===== src/rtl/edge_irq_filter.sv =====
module edge_irq_filter #(
  parameter int STABLE_CYCLES = 5,
  parameter int SYNC_STAGES   = 2,
  parameter int CTRL_W        = 4
) (
  input  logic              clk,
  input  logic              rst_n,
  input  logic              retain,
  input  logic              pin_async,
  input  logic              reg_we,
  input  logic [CTRL_W-1:0] reg_wdata,
  output logic [CTRL_W-1:0] reg_rdata,
  input  logic              int_en,
  input  logic              glob_en,
  input  logic              int_ack,
  input  logic              skip_strobe,
  output logic              skip_taken,
  output logic              irq,
  output logic              presc_div512,
  output logic              edge_falling,
  output logic              wake_b_en,
  output logic              wake_a_en
);
  localparam int CW = $clog2(STABLE_CYCLES + 1);
  localparam logic [CW-1:0] RUN_LAST = CW'(STABLE_CYCLES - 1);

  logic [SYNC_STAGES-1:0] sync_q;
  logic [CW-1:0]          run_cnt;
  logic                   filt_lvl, prev_hit, flag;
  logic [CTRL_W-1:0]      ctrl;

  wire sync_lvl = sync_q[SYNC_STAGES-1];
  wire at_tgt   = (filt_lvl != ctrl[2]);
  wire edge_ev  = at_tgt & ~prev_hit;
  wire clr_ev   = int_ack | skip_taken;

  assign skip_taken   = skip_strobe & flag;
  assign irq          = flag & int_en & glob_en;
  assign reg_rdata    = ctrl;
  assign presc_div512 = ctrl[3];
  assign edge_falling = ctrl[2];
  assign wake_b_en    = ctrl[1];
  assign wake_a_en    = ctrl[0];

  always_ff @(posedge clk) begin
    if (!rst_n) begin
      sync_q   <= '0;
      run_cnt  <= '0;
      filt_lvl <= 1'b0;
      prev_hit <= 1'b1;
      flag     <= 1'b0;
    end else begin
      sync_q   <= {sync_q[SYNC_STAGES-2:0], pin_async};
      prev_hit <= at_tgt;
      if (edge_ev)     flag <= 1'b1;
      else if (clr_ev) flag <= 1'b0;
      if (sync_lvl == filt_lvl) begin
        run_cnt <= '0;
      end else if (run_cnt == RUN_LAST) begin
        run_cnt  <= '0;
        filt_lvl <= sync_lvl;
      end else begin
        run_cnt <= run_cnt + 1'b1;
      end
    end
  end

  always_ff @(posedge clk) begin
    if (!rst_n) begin
      if (!retain) ctrl <= '0;
    end else if (reg_we) begin
      ctrl <= reg_wdata;
    end
  end

  a_r1_filter_window: assert property (@(posedge clk) disable iff (!rst_n)
    !$stable(filt_lvl) |-> $past(run_cnt) == RUN_LAST);
  a_r4_ack_clears: assert property (@(posedge clk) disable iff (!rst_n)
    (int_ack && !edge_ev) |=> !flag);
  a_r5_skip_consumes: assert property (@(posedge clk) disable iff (!rst_n)
    (skip_taken && !edge_ev) |=> !flag);
  a_r10_set_wins: assert property (@(posedge clk) disable iff (!rst_n)
    edge_ev |=> flag);
  a_r3_flag_needs_cause: assert property (@(posedge clk) disable iff (!rst_n)
    $rose(flag) |-> $past(edge_ev));
endmodule


===== config.mk =====
export PLATFORM = sky130hd
export DESIGN_NAME = edge_irq_filter
export DESIGN_NICKNAME = d
export VERILOG_FILES = /design/src/rtl/edge_irq_filter.sv
export SDC_FILE = /design/constraint.sdc
export NUM_CORES = 1
export LEC_CHECK = 0
export BUFFER_PORTS_ARGS = -buffer_cell sky130_fd_sc_hd__clkbuf_2
export CORE_AREA = 4 4 41 43
export DETAILED_ROUTE_END_ITERATION = 12
export DIE_AREA = 0 0 45 47
export PLACE_DENSITY_LB_ADDON = 0.2
export SLEW_MARGIN = 25
export SYNTH_ARGS = -nofsm -noshare
export SYNTH_HDL_FRONTEND = slang
export SYNTH_SLANG_ARGS = --single-unit
export TNS_END_PERCENT = 20

===== constraint.sdc =====
create_clock -name clk -period 1.44 [get_ports clk]
set_clock_uncertainty 0.1 [all_clocks]
set_input_delay 0.36 -clock clk [delete_from_list [all_inputs] [get_ports clk]]
set_output_delay 0.36 -clock clk [all_outputs]
set_load 0.01 [all_outputs]

# Word level (Yosys, flattened, before mapping)
# Index checks and enable logic that the tools add are counted.
dict set report totals {
  input_bits 13
  elab_cells 29
  ff_bits 12
  output_inout_bits 10
}
dict set report classes {
  n_addsub 1
  eq_ne 5
  mux 5
  bitwise_logic 8
  n_reduce_logical 4
}
# cell count
set ops {}
lappend ops {{2-to-1 mux 4 bit} 3}
lappend ops {{AND 1 bit} 4}
lappend ops {{AND reduction 2 bit} 2}
lappend ops {{adder 3 x 1 -> 3 bit, second input constant} 1}
lappend ops {{== test 3 bit, second input constant} 1}
lappend ops {{inverter 1 bit} 3}
lappend ops {{OR reduction 3 bit} 1}
lappend ops {{2-to-1 mux 1 bit} 2}
lappend ops {{!= test 2 x 1 -> 1 bit, second input constant} 1}
lappend ops {{!= test 2 bit, second input constant} 1}
lappend ops {{nonzero test 2 bit} 1}
lappend ops {{== test 1 bit} 1}
lappend ops {{!= test 1 bit} 1}
lappend ops {{OR 1 bit} 1}

# Depth between registers and ports, before layout
dict set report logic_depth {
  word_depth 4
  depth_mapped 4
}

# Least setup slack after synthesis
# Ideal clock, no wire load.
dict set report synth_path {
  path_type {input port to flip-flop}
  start {input rst_n}
  end {register ctrl[0], in the netlist reg_rdata[0], enable pin}
  arrival_time_ns 0.872
  path_buffers 1
  path_stages 2
  setup_slack_ns 0.107
  path_cell_list {clkbuf_1 > o21ai_0}
}
dict set report synth_via {
  elab_chain_cells 2
  word_cells_on_any_way 3
  cone_classes {eq/ne (2); reduce/logical (1)}
}
# item line
set synth_lines {}
lappend synth_lines {{start, declared} 7} ;# input logic rst_n,
lappend synth_lines {{!= test 2 x 1 -> 1 bit (no line) or != test 2 bit (tied branches)} --}
lappend synth_lines {{AND reduction 2 bit (no line) (*)} --}
lappend synth_lines {{end signal, assigned} 72} ;# ctrl <= reg_wdata;
lappend synth_lines {{end, declared} 30} ;# logic [CTRL_W-1:0] ctrl;
# Mark *: on every way between the ends. The rest lies on a longest branch, timed or not.
# A chain may end at the register's enable or synchronous reset.

# Final worst setup path
dict set report layout_path {
  start {register run_cnt[0]}
  end {register run_cnt[2]}
}
dict set report layout_via {
  elab_chain_cells 2
  word_cells_on_any_way 3
  cone_classes {add/sub (1); eq/ne (1); reduce/logical (1)}
}
# item line
set layout_lines {}
lappend layout_lines {{start, declared} 28} ;# logic [CW-1:0] run_cnt;
lappend layout_lines {{start signal, assigned} 63} ;# run_cnt <= run_cnt + 1'b1;
lappend layout_lines {{parallel branches: the longest is 2 deep, another holds adder 3 x 1 -> 3 bit} --}
# Several ways; the timed one is not identified.

==> metrics.log <==
INFO  metric critical_path_peak_fanout = 4
INFO  metric min_period_over_period = 0.9317
INFO  metric arr_time_crit_path = 1.44 ns
INFO  metric finish.cell_count_without_fillers = 85
INFO  metric dpl.hpwl = 744.1 um
INFO  metric clkPwrFrac = 0.315
INFO  metric numClockSinks = 12
INFO  metric worst_r2r_startpoint = run_cnt[0]$_SDFF_PP0_
INFO  metric final_period_minus_worst_setup_slack = 1.342 ns
INFO  metric switching_power = 157.4 uW
INFO  metric avgSynthCellArea = 11.29 sq um
INFO  metric placedCellCount = 81
INFO  metric hold_path.class = primary input to flop
INFO  metric cts_buffers = 3
INFO  metric rsz0062_at_grt = false
INFO  metric status = finished clean
INFO  metric ant_nets = 0
INFO  metric wire_length_of_the_first_global_routing_pass = 1580 um
INFO  metric synthDistinctLibCells = 21
INFO  metric pin_count_of_the_biggest_net_entering_global_routing = 10
INFO  metric routed_wire_length_per_instance = 10.67 um
INFO  metric yosys-top-cells-area = sky130_fd_sc_hd__dfxtp_1 31%, sky130_fd_sc_hd__edfxtp_1 23%, sky130_fd_sc_hd__and2_1 8.4%
INFO  metric drc_violations_left = 0
INFO  metric num_io_pins = 23
INFO  metric timing.critical_path.required = 1.53 ns
INFO  metric yosysMostFrequentCell = sky130_fd_sc_hd__dfxtp_1
INFO  metric power.sequential.fraction = 0.559
INFO  metric worst-slew-pin-transition = 0.3186 ns
INFO  metric max-vdd-ir-drop = 0.0005167 V
INFO  metric avgViaCountPerCell = 4.518
INFO  metric hold_buffers = 0
INFO  metric antenna_found_initial = 0
INFO  metric final_nets = 86
INFO  metric ys_async_sr_fraction = 0
INFO  metric synth-warning-count = 0
INFO  metric power_frac_comb = 0.126
INFO  metric vias = 384
INFO  metric setup_viol_count_final = 0
INFO  metric timing.max_slew.rel_slack = 0.7861
INFO  metric max_cap_violations = 0
INFO  metric die_height = 47 um
INFO  metric cts.root.buffer_cell = sky130_fd_sc_hd__clkbuf_4
INFO  metric final-max-slew-violation-count = 0
INFO  metric ys_seq_area_frac = 0.5398
INFO  metric synth-main-ff-cell = sky130_fd_sc_hd__dfxtp_1
INFO  metric power.static_leakage = 0.3012 nW
INFO  metric post_synth_inst_count = 46
INFO  metric synth.net_count = 61
INFO  metric placementRows = 13
INFO  metric worst-setup-path-type = flop to flop
INFO  metric setup.worst_path.start = run_cnt[0]$_SDFF_PP0_
INFO  metric wirelength = 907 um
INFO  metric fp.coreArea = 1301 sq um
INFO  metric synthToLayoutAreaGrowth = 27.95%
INFO  metric crit_path_start_kind = flop
INFO  metric die_area = 2115 sq um
INFO  metric drt_iter0_drc = 4
INFO  metric achievable-frequency = 745.3 MHz
INFO  metric floorplan.initialDensity = 0.3990
INFO  metric globalRoute.totalOverflow = 0
INFO  metric clock_path_buffers = 2
INFO  metric final_instance_area = 664.4 sq um
INFO  metric tritoncts_clock_tree = yes
INFO  metric place_congestion = 0.6654
INFO  metric clk_transition_reported_paths = 0.07 ns
INFO  metric yosysTopAreaCellShare = 0.3084
INFO  metric power-per-cell-area = 1021 nW/um^2
INFO  metric multiInputGateArea = 193.9 sq um
INFO  metric die_width = 45 um
INFO  metric postSynthRegisterBits = 12
INFO  metric synth.cells.most_frequent = 8 x sky130_fd_sc_hd__dfxtp_1, 7 x sky130_fd_sc_hd__and2_1, 4 x sky130_fd_sc_hd__buf_4, 4 x sky130_fd_sc_hd__edfxtp_1
INFO  metric drt_first_pass_iters = 4
INFO  metric final-seq-area = 281.5 sq um
INFO  metric netSwitchingFraction = 0.2320
INFO  metric synth_top_cell_by_area = sky130_fd_sc_hd__dfxtp_1
INFO  metric p_int = 521.2 uW
INFO  metric post_cts_setup_buffers = 0
INFO  metric placedInstanceArea = 636.9 sq um
INFO  metric fillerInstances = 129
INFO  metric htreeDepth = 1
INFO  metric synth-edff-count = 4
INFO  metric grt_pass1_vias = 384
INFO  metric worst_hold_startpoint = pin_async
INFO  metric number_of_buffers_inserted_by_port_buffering = 22
INFO  metric syn_area = 519.2 sq um
INFO  metric critical_path_endpoint_category = flop
INFO  metric groute.usage.overall = 0.1079
INFO  metric setup_tns = 0 ns
INFO  metric layout-drive-gt1-share = 0.4429
INFO  metric insertion_delay = 0.26 ns
INFO  metric final_hold_viol_count = 0
INFO  metric antenna_cells = 0
==> logic make-up (layout without fill, tap and decap cells) <==
kind of cell | after synthesis | count (layout) | share of synthesized area
buffers and inverters | 8 | 32 | 0.08674
xor gates and xnor gates | 2 | 2 | 0.03374
adders and majority gates | 2 | 2 | 0.04819
AOI/OAI and AO/OA | 5 | 5 | 0.07709
and+or+nand+nor | 17 | 17 | 0.2145
DFF | 12 | 12 | 0.5398
==> worst max-delay path, cell delays in order, from the launching register on <==
cell and delay (ns):
sky130_fd_sc_hd__dfxtp_2 0.34, sky130_fd_sc_hd__inv_1 0.04, sky130_fd_sc_hd__ha_1 0.23, sky130_fd_sc_hd__or3b_1 0.39
sky130_fd_sc_hd__a211oi_2 0.17
==> power by group through the flow <==
stage               logic, mW  clock network [mW]  registers [mW]
finish                 0.0854               0.214           0.379
global route           0.0940               0.239           0.383
CTS                    0.0870               0.225           0.380
detailed placement     0.0867                   0           0.388
global placement       0.0850                   0           0.387
floorplan              0.0447                   0           0.393
==> repair_timing <==
item / in CTS / in global routing
hold endpoints to repair: 0 / 0
gates resized for setup: 0 / 1
endpoints found under the setup margin: 0 / 1
==> layout make-up <==
| type | instances | share of cell area |
|---|---|---|
| Multi-Input combinational cell | 26 | 0.2919 |
| Timing Repair Buffer | 25 | 0.1996 |
| Tap cell | 15 | 0.02825 |
| Sequential cell | 12 | 0.4237 |
| Inverter | 3 | 0.01695 |
| Clock buffer | 4 | 0.03955 |
==> registers in the layout, summed over array words and instances, names as in the netlist <==
signal / cells
filt_lvl: 1
flag: 1
prev_hit: 1
reg_rdata: 4
run_cnt: 3
sync_q: 2
==> routing by layer <==
metal / share of wire / track usage / vias up / wire length (um)
li1: - / - / 198 / -
met1: 0.37 / 0.1059 / 172 / 336
met2: 0.55 / 0.1864 / 14 / 495
met3: 0.083 / 0.03448 / 0 / 75
met4: 0 / 0.08772 / 0 / 0
met5: 0 / 0 / - / 0
==> layout by cell type (no fill, tap or decap) <==
cell type and n:
sky130_fd_sc_hd__clkbuf_1 1, sky130_fd_sc_hd__a21oi_1 1, sky130_fd_sc_hd__edfxtp_1 4, sky130_fd_sc_hd__nand4bb_1 1
sky130_fd_sc_hd__a211oi_2 1, sky130_fd_sc_hd__dfxtp_1 7, sky130_fd_sc_hd__and4b_1 1, sky130_fd_sc_hd__nor4b_1 1
sky130_fd_sc_hd__nand2_1 3, sky130_fd_sc_hd__or3b_1 1, sky130_fd_sc_hd__nand3_1 1, sky130_fd_sc_hd__and2_1 7
sky130_fd_sc_hd__nand2b_1 1, sky130_fd_sc_hd__xnor2_1 2, sky130_fd_sc_hd__ha_1 2, sky130_fd_sc_hd__clkbuf_2 22
sky130_fd_sc_hd__clkbuf_4 3, sky130_fd_sc_hd__dfxtp_2 1, sky130_fd_sc_hd__buf_4 3, sky130_fd_sc_hd__o31ai_1 1
sky130_fd_sc_hd__and3_1 1, sky130_fd_sc_hd__o21ai_0 1, sky130_fd_sc_hd__inv_1 3, sky130_fd_sc_hd__a21bo_2 1
==> stage by stage <==
stage / power [mW] / setup slack (ns) / util / hold slack (ns)
2_1_floorplan: 0.4373 / 0.1069 / - / 0.2956
3_3_place_gp: 0.4723 / 0.1051 / 0.4894 / 0.3029
3_5_place_dp: 0.4744 / 0.07237 / 0.4894 / 0.3041
4_1_cts: 0.6915 / 0.06964 / 0.5096 / 0.1890
5_1_grt: 0.7155 / 0.02869 / 0.5106 / 0.2088
6_report: 0.6787 / 0.09829 / 0.5106 / 0.1951
==> worst paths after layout <==
check             cells past startpoint               endpoint  slack (ns)
hold / removal                        2   sync_q[0]$_SDFF_PN0_        0.20
hold reg to reg                       1      flag$_SDFFE_PN0P_        0.31
setup / recovery                      4  run_cnt[2]$_SDFF_PP0_         0.1
setup reg to reg                      4  run_cnt[2]$_SDFF_PP0_         0.1
Power figures use the tool's default switching activity.
